**config.mk**
```make
export PLATFORM = sky130hd
export DESIGN_NAME = vred_sum
export DESIGN_NICKNAME = d
export VERILOG_FILES = /design/src/rtl/vred_pkg.sv /design/src/rtl/vred_lane_acc.sv /design/src/rtl/vred_fold.sv /design/src/rtl/vred_sum.sv
export SDC_FILE = /design/constraint.sdc
export NUM_CORES = 1
export LEC_CHECK = 0
export BUFFER_PORTS_ARGS = -buffer_cell sky130_fd_sc_hd__buf_2
export CORE_AREA = 4 4 177 264
export CTS_BUF_LIST = sky130_fd_sc_hd__clkbuf_16
export DETAILED_ROUTE_END_ITERATION = 16
export DIE_AREA = 0 0 181 268
export PLACE_DENSITY = 0.69
export SYNTH_ARGS = -nofsm -noshare
export SYNTH_HDL_FRONTEND = slang
export SYNTH_SLANG_ARGS = --single-unit
```
**constraint.sdc**
```tcl
create_clock -name clk -period 4.9 [get_ports clk]
set_clock_uncertainty 0.2 [all_clocks]
set_input_delay 0.49 -clock clk [delete_from_list [all_inputs] [get_ports clk]]
set_output_delay 0.49 -clock clk [all_outputs]
set_load 0.01 [all_outputs]
```
**src/rtl/vred_pkg.sv**
```systemverilog
package vred_pkg;

    typedef enum logic {
        ST_ACCUM = 1'b0,
        ST_FOLD  = 1'b1
    } vred_state_e;

endpackage

```
**src/rtl/vred_lane_acc.sv**
```systemverilog
module vred_lane_acc #(
    parameter int LANES = 8,
    parameter int W     = 16,
    parameter int CW    = $clog2(LANES + 1)
) (
    input  logic [LANES*W-1:0] acc_in,
    input  logic [LANES*W-1:0] din,
    input  logic [CW-1:0]      count,
    output logic [LANES*W-1:0] acc_out
);

    // One independent adder per lane; lanes at or above count add zero.
    for (genvar i = 0; i < LANES; i++) begin : g_lane
        logic [W-1:0] addend;
        assign addend = (CW'(i) < count) ? din[i*W +: W] : '0;
        assign acc_out[i*W +: W] = acc_in[i*W +: W] + addend;
    end

endmodule

```
**src/rtl/vred_fold.sv**
```systemverilog
module vred_fold #(
    parameter int LANES = 8,
    parameter int W     = 16,
    parameter int CW    = $clog2(LANES + 1)
) (
    input  logic [LANES*W-1:0] vec_in,
    input  logic [CW-1:0]      half,
    output logic [LANES*W-1:0] vec_out
);

    // Lane i below half absorbs lane i+half; everything else is cleared.
    always_comb begin
        vec_out = '0;
        for (int i = 0; i < LANES / 2; i++) begin
            if (CW'(i) < half) begin
                vec_out[i*W +: W] = vec_in[i*W +: W]
                                  + vec_in[(i + int'(half))*W +: W];
            end
        end
    end

endmodule

```
**src/rtl/vred_sum.sv**
```systemverilog
module vred_sum #(
    parameter int LANES = 8,
    parameter int W     = 16,
    parameter int CW    = $clog2(LANES + 1)
) (
    input  logic               clk,
    input  logic               rst_n,
    input  logic               in_valid,
    input  logic               in_last,
    input  logic [CW-1:0]      in_count,
    input  logic [LANES*W-1:0] in_data,
    output logic               busy,
    output logic               out_valid,
    output logic [W-1:0]       out_sum
);
    import vred_pkg::*;

    localparam logic [CW-1:0] HALF_INIT = CW'(LANES / 2);

    typedef struct packed {
        vred_state_e        st;
        logic [LANES*W-1:0] part;
        logic [CW-1:0]      half;
        logic               ovld;
        logic [W-1:0]       sum;
    } vred_regs_t;

    vred_regs_t r_q, r_d;

    logic [LANES*W-1:0] acc_sum;
    logic [LANES*W-1:0] fold_sum;

    vred_lane_acc #(.LANES(LANES), .W(W), .CW(CW)) u_acc (
        .acc_in  (r_q.part),
        .din     (in_data),
        .count   (in_count),
        .acc_out (acc_sum)
    );

    vred_fold #(.LANES(LANES), .W(W), .CW(CW)) u_fold (
        .vec_in  (r_q.part),
        .half    (r_q.half),
        .vec_out (fold_sum)
    );

    always_comb begin
        r_d      = r_q;
        r_d.ovld = 1'b0;
        unique case (r_q.st)
            ST_ACCUM: begin
                if (in_valid) begin
                    r_d.part = acc_sum;
                    if (in_last) begin
                        r_d.st   = ST_FOLD;
                        r_d.half = HALF_INIT;
                    end
                end
            end
            ST_FOLD: begin
                if (r_q.half == CW'(1)) begin
                    r_d.sum  = fold_sum[W-1:0];
                    r_d.ovld = 1'b1;
                    r_d.part = '0;
                    r_d.st   = ST_ACCUM;
                end else begin
                    r_d.part = fold_sum;
                    r_d.half = r_q.half >> 1;
                end
            end
            default: r_d.st = ST_ACCUM;
        endcase
    end

    always_ff @(posedge clk or negedge rst_n) begin
        if (!rst_n) begin
            r_q.st   <= ST_ACCUM;
            r_q.part <= '0;
            r_q.half <= '0;
            r_q.ovld <= 1'b0;
            r_q.sum  <= '0;
        end else begin
            r_q <= r_d;
        end
    end

    assign busy      = (r_q.st == ST_FOLD);
    assign out_valid = r_q.ovld;
    assign out_sum   = r_q.sum;

endmodule

```
; ---- After elaboration in Yosys (flattened, before gate mapping)
; Index checks and enable logic that the tools add are counted.
[word_totals]
input_bits = 136
ff_bits = 150
[op_classes]
addsub = 15
magnitude_cmp = 12
n_eq_ne = 4
muxes = 21
shift = 4
bitwise_logic = 1
n_reduce_logical = 2
[op_table]
columns = op, count
row1 = variable part select 128 x 32 -> 16 bit, 3
row2 = case mux 133 bit (2 select lines), 1
row3 = adder 16 bit, 12
row4 = 2-to-1 mux 16 bit, 12
row5 = 2-to-1 mux 133 bit, 1
row6 = variable part select 128 x 9 -> 16 bit, 1
row7 = 2-to-1 mux 64 bit, 1
row8 = 2-to-1 mux 17 bit, 2
row9 = less-than comparator 1 x 4 -> 1 bit (first input constant), 4
row10 = less-than comparator 2 x 4 -> 1 bit (first input constant), 4
row11 = less-than comparator 3 x 4 -> 1 bit (first input constant), 4
row12 = adder 2 x 4 -> 5 bit (first input constant), 2
row13 = 2-to-1 mux 4 bit, 2
row14 = inequality test 2 bit (second input constant), 3
row15 = adder 1 x 4 -> 5 bit (first input constant), 1
row16 = equality test 4 x 1 -> 1 bit (second input constant), 1
row17 = AND reduction 3 bit, 1
row18 = 2-to-1 mux 1 bit, 2
row19 = AND reduction 2 bit, 1
row20 = inverter 1 bit, 1

; ---- Longest topological paths before layout
[logic_depth]
depth_word = 6
depth_mapped = 17

; ---- Hierarchy
; Synthesis repeated with hierarchy kept, for this count alone.
[unflattened]
cells_unflattened = 2324
area_unflattened_um2 = 19456.2
[by_module_without_submodules]
columns = mod, cells_each, area_each_um2, instances
row1 = vred_sum, 637, 6971.7, 1
row2 = vred_fold, 864, 6366.1, 1
row3 = vred_lane_acc, 823, 6118.4, 1

; ---- Least setup slack after synthesis
; OpenSTA, ideal clock, no wires.
[synth_path]
kind = register to register
start = register r_q[19] (netlist name)
end = register r_q[67] in the netlist's numbering
required_time_ns = 4.579
slack_ns = 0.652
setup_ns = 0.121
t_arrival_ns = 3.927
stages_incl_launch_ff = 17
cell_sequence = dfrtp_1 buf_2 clkbuf_1 clkbuf_1 mux4_2 nand2_1 o21ai_0 ha_1 fa_1 a21o_1 a211oi_2 o21ai_1 a21o_1 a41o_1 o41a_1 xor2_1 a22o_1
[synth_via]
elab_chain_cells = 6
elab_cells_between_ends = 8
cone_classes = add/sub: 2 / order compare: 1 / eq/ne: 1 / shift: 1 / mux: 3
[synth_rtl]
columns = item, line
row1 = adder 2 x 4 -> 5 bit, vred_fold.sv:17  ; + vec_in[(i + int'(half))*W +: W];
row2 = variable part select 128 x 32 -> 16 bit, vred_fold.sv:17
row3 = adder 16 bit, vred_fold.sv:17
row4 = 2-to-1 mux 16 bit, vred_fold.sv:15  ; if (CW'(i) < half) begin
row5 = 2-to-1 mux 64 bit *, vred_sum.sv:60  ; if (r_q.half == CW'(1)) begin
row6 = case mux 133 bit (2 select lines) *, vred_sum.sv:49  ; unique case (r_q.st)
row7 = "end signal, assigned", vred_sum.sv:82  ; r_q <= r_d;
row8 = "end, declared", vred_sum.sv:28  ; vred_regs_t r_q, r_d;
; Mark *: on every way between the ends. The rest lies on a longest branch, timed or not.
; A chain may end at the register's enable or synchronous reset.

; ---- Worst setup path in the final report
[layout_path]
start = register r_q[17] (netlist name)
end = register r_q[36] in the netlist's numbering
[layout_via]
elab_chain_cells = 5
elab_cells_between_ends = 7
cone_classes = add/sub: 1 / order compare: 1 / eq/ne: 1 / shift: 1 / mux: 3
[layout_rtl]
columns = item, line
row1 = variable part select 128 x 9 -> 16 bit, vred_fold.sv:17
row2 = adder 16 bit, vred_fold.sv:17
row3 = 2-to-1 mux 16 bit, vred_fold.sv:15
row4 = 2-to-1 mux 64 bit *, vred_sum.sv:60
row5 = case mux 133 bit (2 select lines) *, vred_sum.sv:49
; Marked as above.

==> impl_metrics.py <==
metrics = {
    "setup_path": {
        "end_kind": "flop",
        "startpoint_type": "flop",
        "reg2reg_depth": 12,
        "cp_data_required_time_ns": 5.00,
        "critPathMaxStageDelay_ns": 0.72,
        "r2r_slack_ns": 0.47,
        "crit_fanout": 61,
        "reg2reg_from": "r_q[17]$_DFFE_PN0P_",
        "crit_top_cell": "a21oi_1",
        "crit_arrival_ns": 4.53,
        "crit_type": "reg -> reg",
        "rr_endpoint": "r_q[36]$_DFFE_PN0P_",
        "path_cells": "buf_12, mux4_2, mux2_2, ha_1, a21oi_1, o21ai_0, a41oi_1, o21ai_1, a31o_2, a21oi_1, xnor2_1, o22ai_1",
        "crit_slowest_cell": "dfrtp_4",
    },
    "clocking": {
        "cts_max_level": 4,
        "clkTransAtPathRegs_ns": 0.07,
        "cts_buffers": 17,
        "cts.repair.resized": 0,
        "cts.sinks": 149,
        "cts_tree": "yes",
        "ctsRootBufferMaster": "clkbuf_16",
        "clk_latency_ns": 0.46,
        "clock_path_buffers": 2,
    },
    "timing": {
        "max_freq_mhz": 226,
        "layout_setup_ws_ns": 0.471,
        "finalHoldViolCount": 0,
        "setup_violations": 0,
        "grt_setup_unrepaired": "no",
        "worst_slew_pin_slew_ns": 0.902,
        "final_max_slew_viol_count": 0,
        "finalCriticalPeriod_ns": 4.43,
        "tns_ns": 0,
        "slew_headroom_pct": 39.7,
        "period_share_pct": 90.4,
    },
    "detailed_routing": {
        "dr.pass1.iters": 6,
        "vias": 17254,
        "postRouteAntennaNets": 0,
        "wl_mm": 63.8,
        "drc": 0,
        "vias_per_cell": 6.06,
        "routedWlPerCell_um": 22.4,
        "drt_iter0_drc": 1216,
    },
    "logic_synthesis": {
        "synth_most_common_cell": "ha_1",
        "synth_cell_types": 80,
        "ys_ff_latch": 149,
        "synth_top_cell_area_share_pct": 21.2,
        "synth_cells": 2161,
        "synth_nets": 2489,
        "synth-edff-count": 0,
        "yosys.area.top_type": "dfrtp_1",
        "avgSynthCellArea_um2": 8.14,
        "ys_warn_count": 0,
        "synth_area_leaders": "dfrtp_1 (21%), ha_1 (13%), mux2i_1 (6.9%)",
        "synth_common_cells": "ha_1 (180), a21oi_1 (178), nor2_1 (178)",
        "ys.flop_type": "dfrtp_1",
        "seq_area_frac_synth_pct": 21.2,
        "syn_area_mm2": 0.0176,
        "synth_async_sr_flop_share_pct": 100,
    },
    "die": {
        "core.rowCount": 95,
        "dieHeight_um": 268,
        "die_x_um": 181,
        "die_area_mm2": 0.0485,
        "start_util_pct": 39.5,
        "core_mm2": 0.0446,
        "ios": 154,
    },
    "worst_hold_path": {
        "min_path_type": "in -> reg",
        "hold_depth": 3,
        "min_delay_worst_endpoint": "r_q[19]$_DFFE_PN0P_",
        "hold_start": "in_last",
    },
    "cells_and_area": {
        "area_delta_synth_final_pct": 10.9,
        "drive_gt1_share_pct": 12.6,
        "n_fill_cell": 4467,
        "antenna-diode-count": 0,
        "seqCellArea_mm2": 0.00374,
        "nNetsFinal": 2580,
        "multiInputGateArea_mm2": 0.0131,
    },
    "power": {
        "power_density_mw_per_mm2": 622,
        "p_leak_nw": 8.87,
        "vdd_ir_drop_max_v": 0.000308,
    },
    "grt": {
        "grt.total_usage_pct": 25.5,
        "grt_first_pass_wirelength_mm": 96.7,
        "antenna_found_initial": 0,
        "grt_start_max_net_pins": 81,
        "grt-ovfl-total": 0,
        "grt_pass1_vias": 17057,
    },
    "status": {
        "status": "finished clean",
    },
    "placed_design": {
        "dp_hpwl_mm": 50.8,
        "io_buffers": 153,
        "gp_congestion": 1.01,
        "post-place-ws_ns": 0.364,
    },
    "job": {
        "maxCapViolCount": 0,
    },
}
==> worst max-delay path, delay by kind of cell, from the launching register on <==
family                     cells  cell delay [ns]
muxes                          2             0.83
adders and majority gates      1             0.33
AOI/OAI and AO/OA              7             1.66
xor gates and xnor gates       1             0.15
buffers and inverters          1             0.35
DFF                            1             0.72
==> metrics by stage <==
stage / hold slack [ns] / cells / cell area, um2 / power (mW) / util (%)
after global placement: 0.255 / 2814 / 18900 / 10.4 / 42.4
after detailed placement: 0.266 / 2814 / 18900 / 10.6 / 42.4
after CTS: 0.128 / 2847 / 19500 / 12.0 / 43.8
final: 0.141 / 2847 / 19500 / 12.1 / 43.8
after floorplan: -0.00559 / 2161 / 17600 / 8.19 / -
after global routing: 0.135 / 2847 / 19500 / 12.9 / 43.8
==> worst max-delay path by stage <==
stage | startpoint | endpoint | slack, ns | cells past startpoint
after floorplan | r_q[19]$_DFFE_PN0P_ | r_q[67]$_DFFE_PN0P_ | 0.65 | 16
after global placement | in_count[3] | r_q[67]$_DFFE_PN0P_ | 0.46 | 15
after detailed placement | in_count[3] | r_q[67]$_DFFE_PN0P_ | 0.36 | 15
after CTS | r_q[17]$_DFFE_PN0P_ | r_q[36]$_DFFE_PN0P_ | 0.53 | 12
after global routing | r_q[17]$_DFFE_PN0P_ | r_q[36]$_DFFE_PN0P_ | 0.28 | 13
final | r_q[17]$_DFFE_PN0P_ | r_q[36]$_DFFE_PN0P_ | 0.47 | 12
==> final cells by class <==
cell class                 instances  area share, %
clock buffer                      17           2.18
tap                              582           3.73
timing repair buffer             195           5.73
clock inverter                    15          0.917
inverter                          52           1.00
sequential                       149           19.2
multi-input combinational       1837           67.3
==> flip-flops by register name, indices dropped and copies added, names as in the netlist <==
register	cells
r_q	131
out_sum	16
busy	1
out_valid	1
==> report_power, final <==
part / internal [mW] / switching, mW
registers: 1.69 / 1.29
clock network: 0.804 / 0.609
logic: 3.34 / 4.40
total: 5.84 / 6.30
==> routing by layer <==
| layer | up-vias | GRT usage [%] | wire length [um] |
|---|---|---|---|
| li1 | 8124 | - | - |
| met1 | 8309 | 28.2 | 23800 |
| met2 | 623 | 45.6 | 31800 |
| met3 | 198 | 3.56 | 3300 |
| met4 | 0 | 16.7 | 4890 |
| met5 | - | 0 | 0 |
==> cells in the final DEF (no fill, tap or decap), types with 10 or more instances in the layout <==
cell and count:
o21a_1 39, a21o_1 45, buf_4 40, nor2_1 177
o22ai_1 58, a22oi_1 19, mux4_2 14, mux2i_1 122
o21bai_1 15, dfrtp_1 145, nor2b_1 37, a211oi_1 29
or3_1 22, and3_1 22, ha_1 180, a21oi_1 178
xnor2_1 81, nand3_1 49, fa_1 12, buf_2 151
nor3_1 49, a31oi_1 22, o221ai_1 10, o211ai_1 19
xor2_1 62, o21ai_0 135, nand2_1 164, nand2b_1 13
clkbuf_16 17, mux2_2 24, inv_1 52, and2_1 106
==> repair_timing <==
action,CTS,global route
hold endpoints to repair,79,0
hold buffers,1,0
setup buffers,0,0
setup endpoints to repair,0,0
==> cell families after synthesis <==
kind of cell               after synthesis  synth area share (%)
and+or+nand+nor                        680                  18.9
AOI/OAI and AO/OA                      662                  24.2
adders and majority gates              192                  14.2
buffers and inverters                  175                  4.22
muxes                                  160                  10.3
DFF                                    149                  21.2
xor gates and xnor gates               143                  7.12
Note: power is estimated with default switching activity, not from simulation.
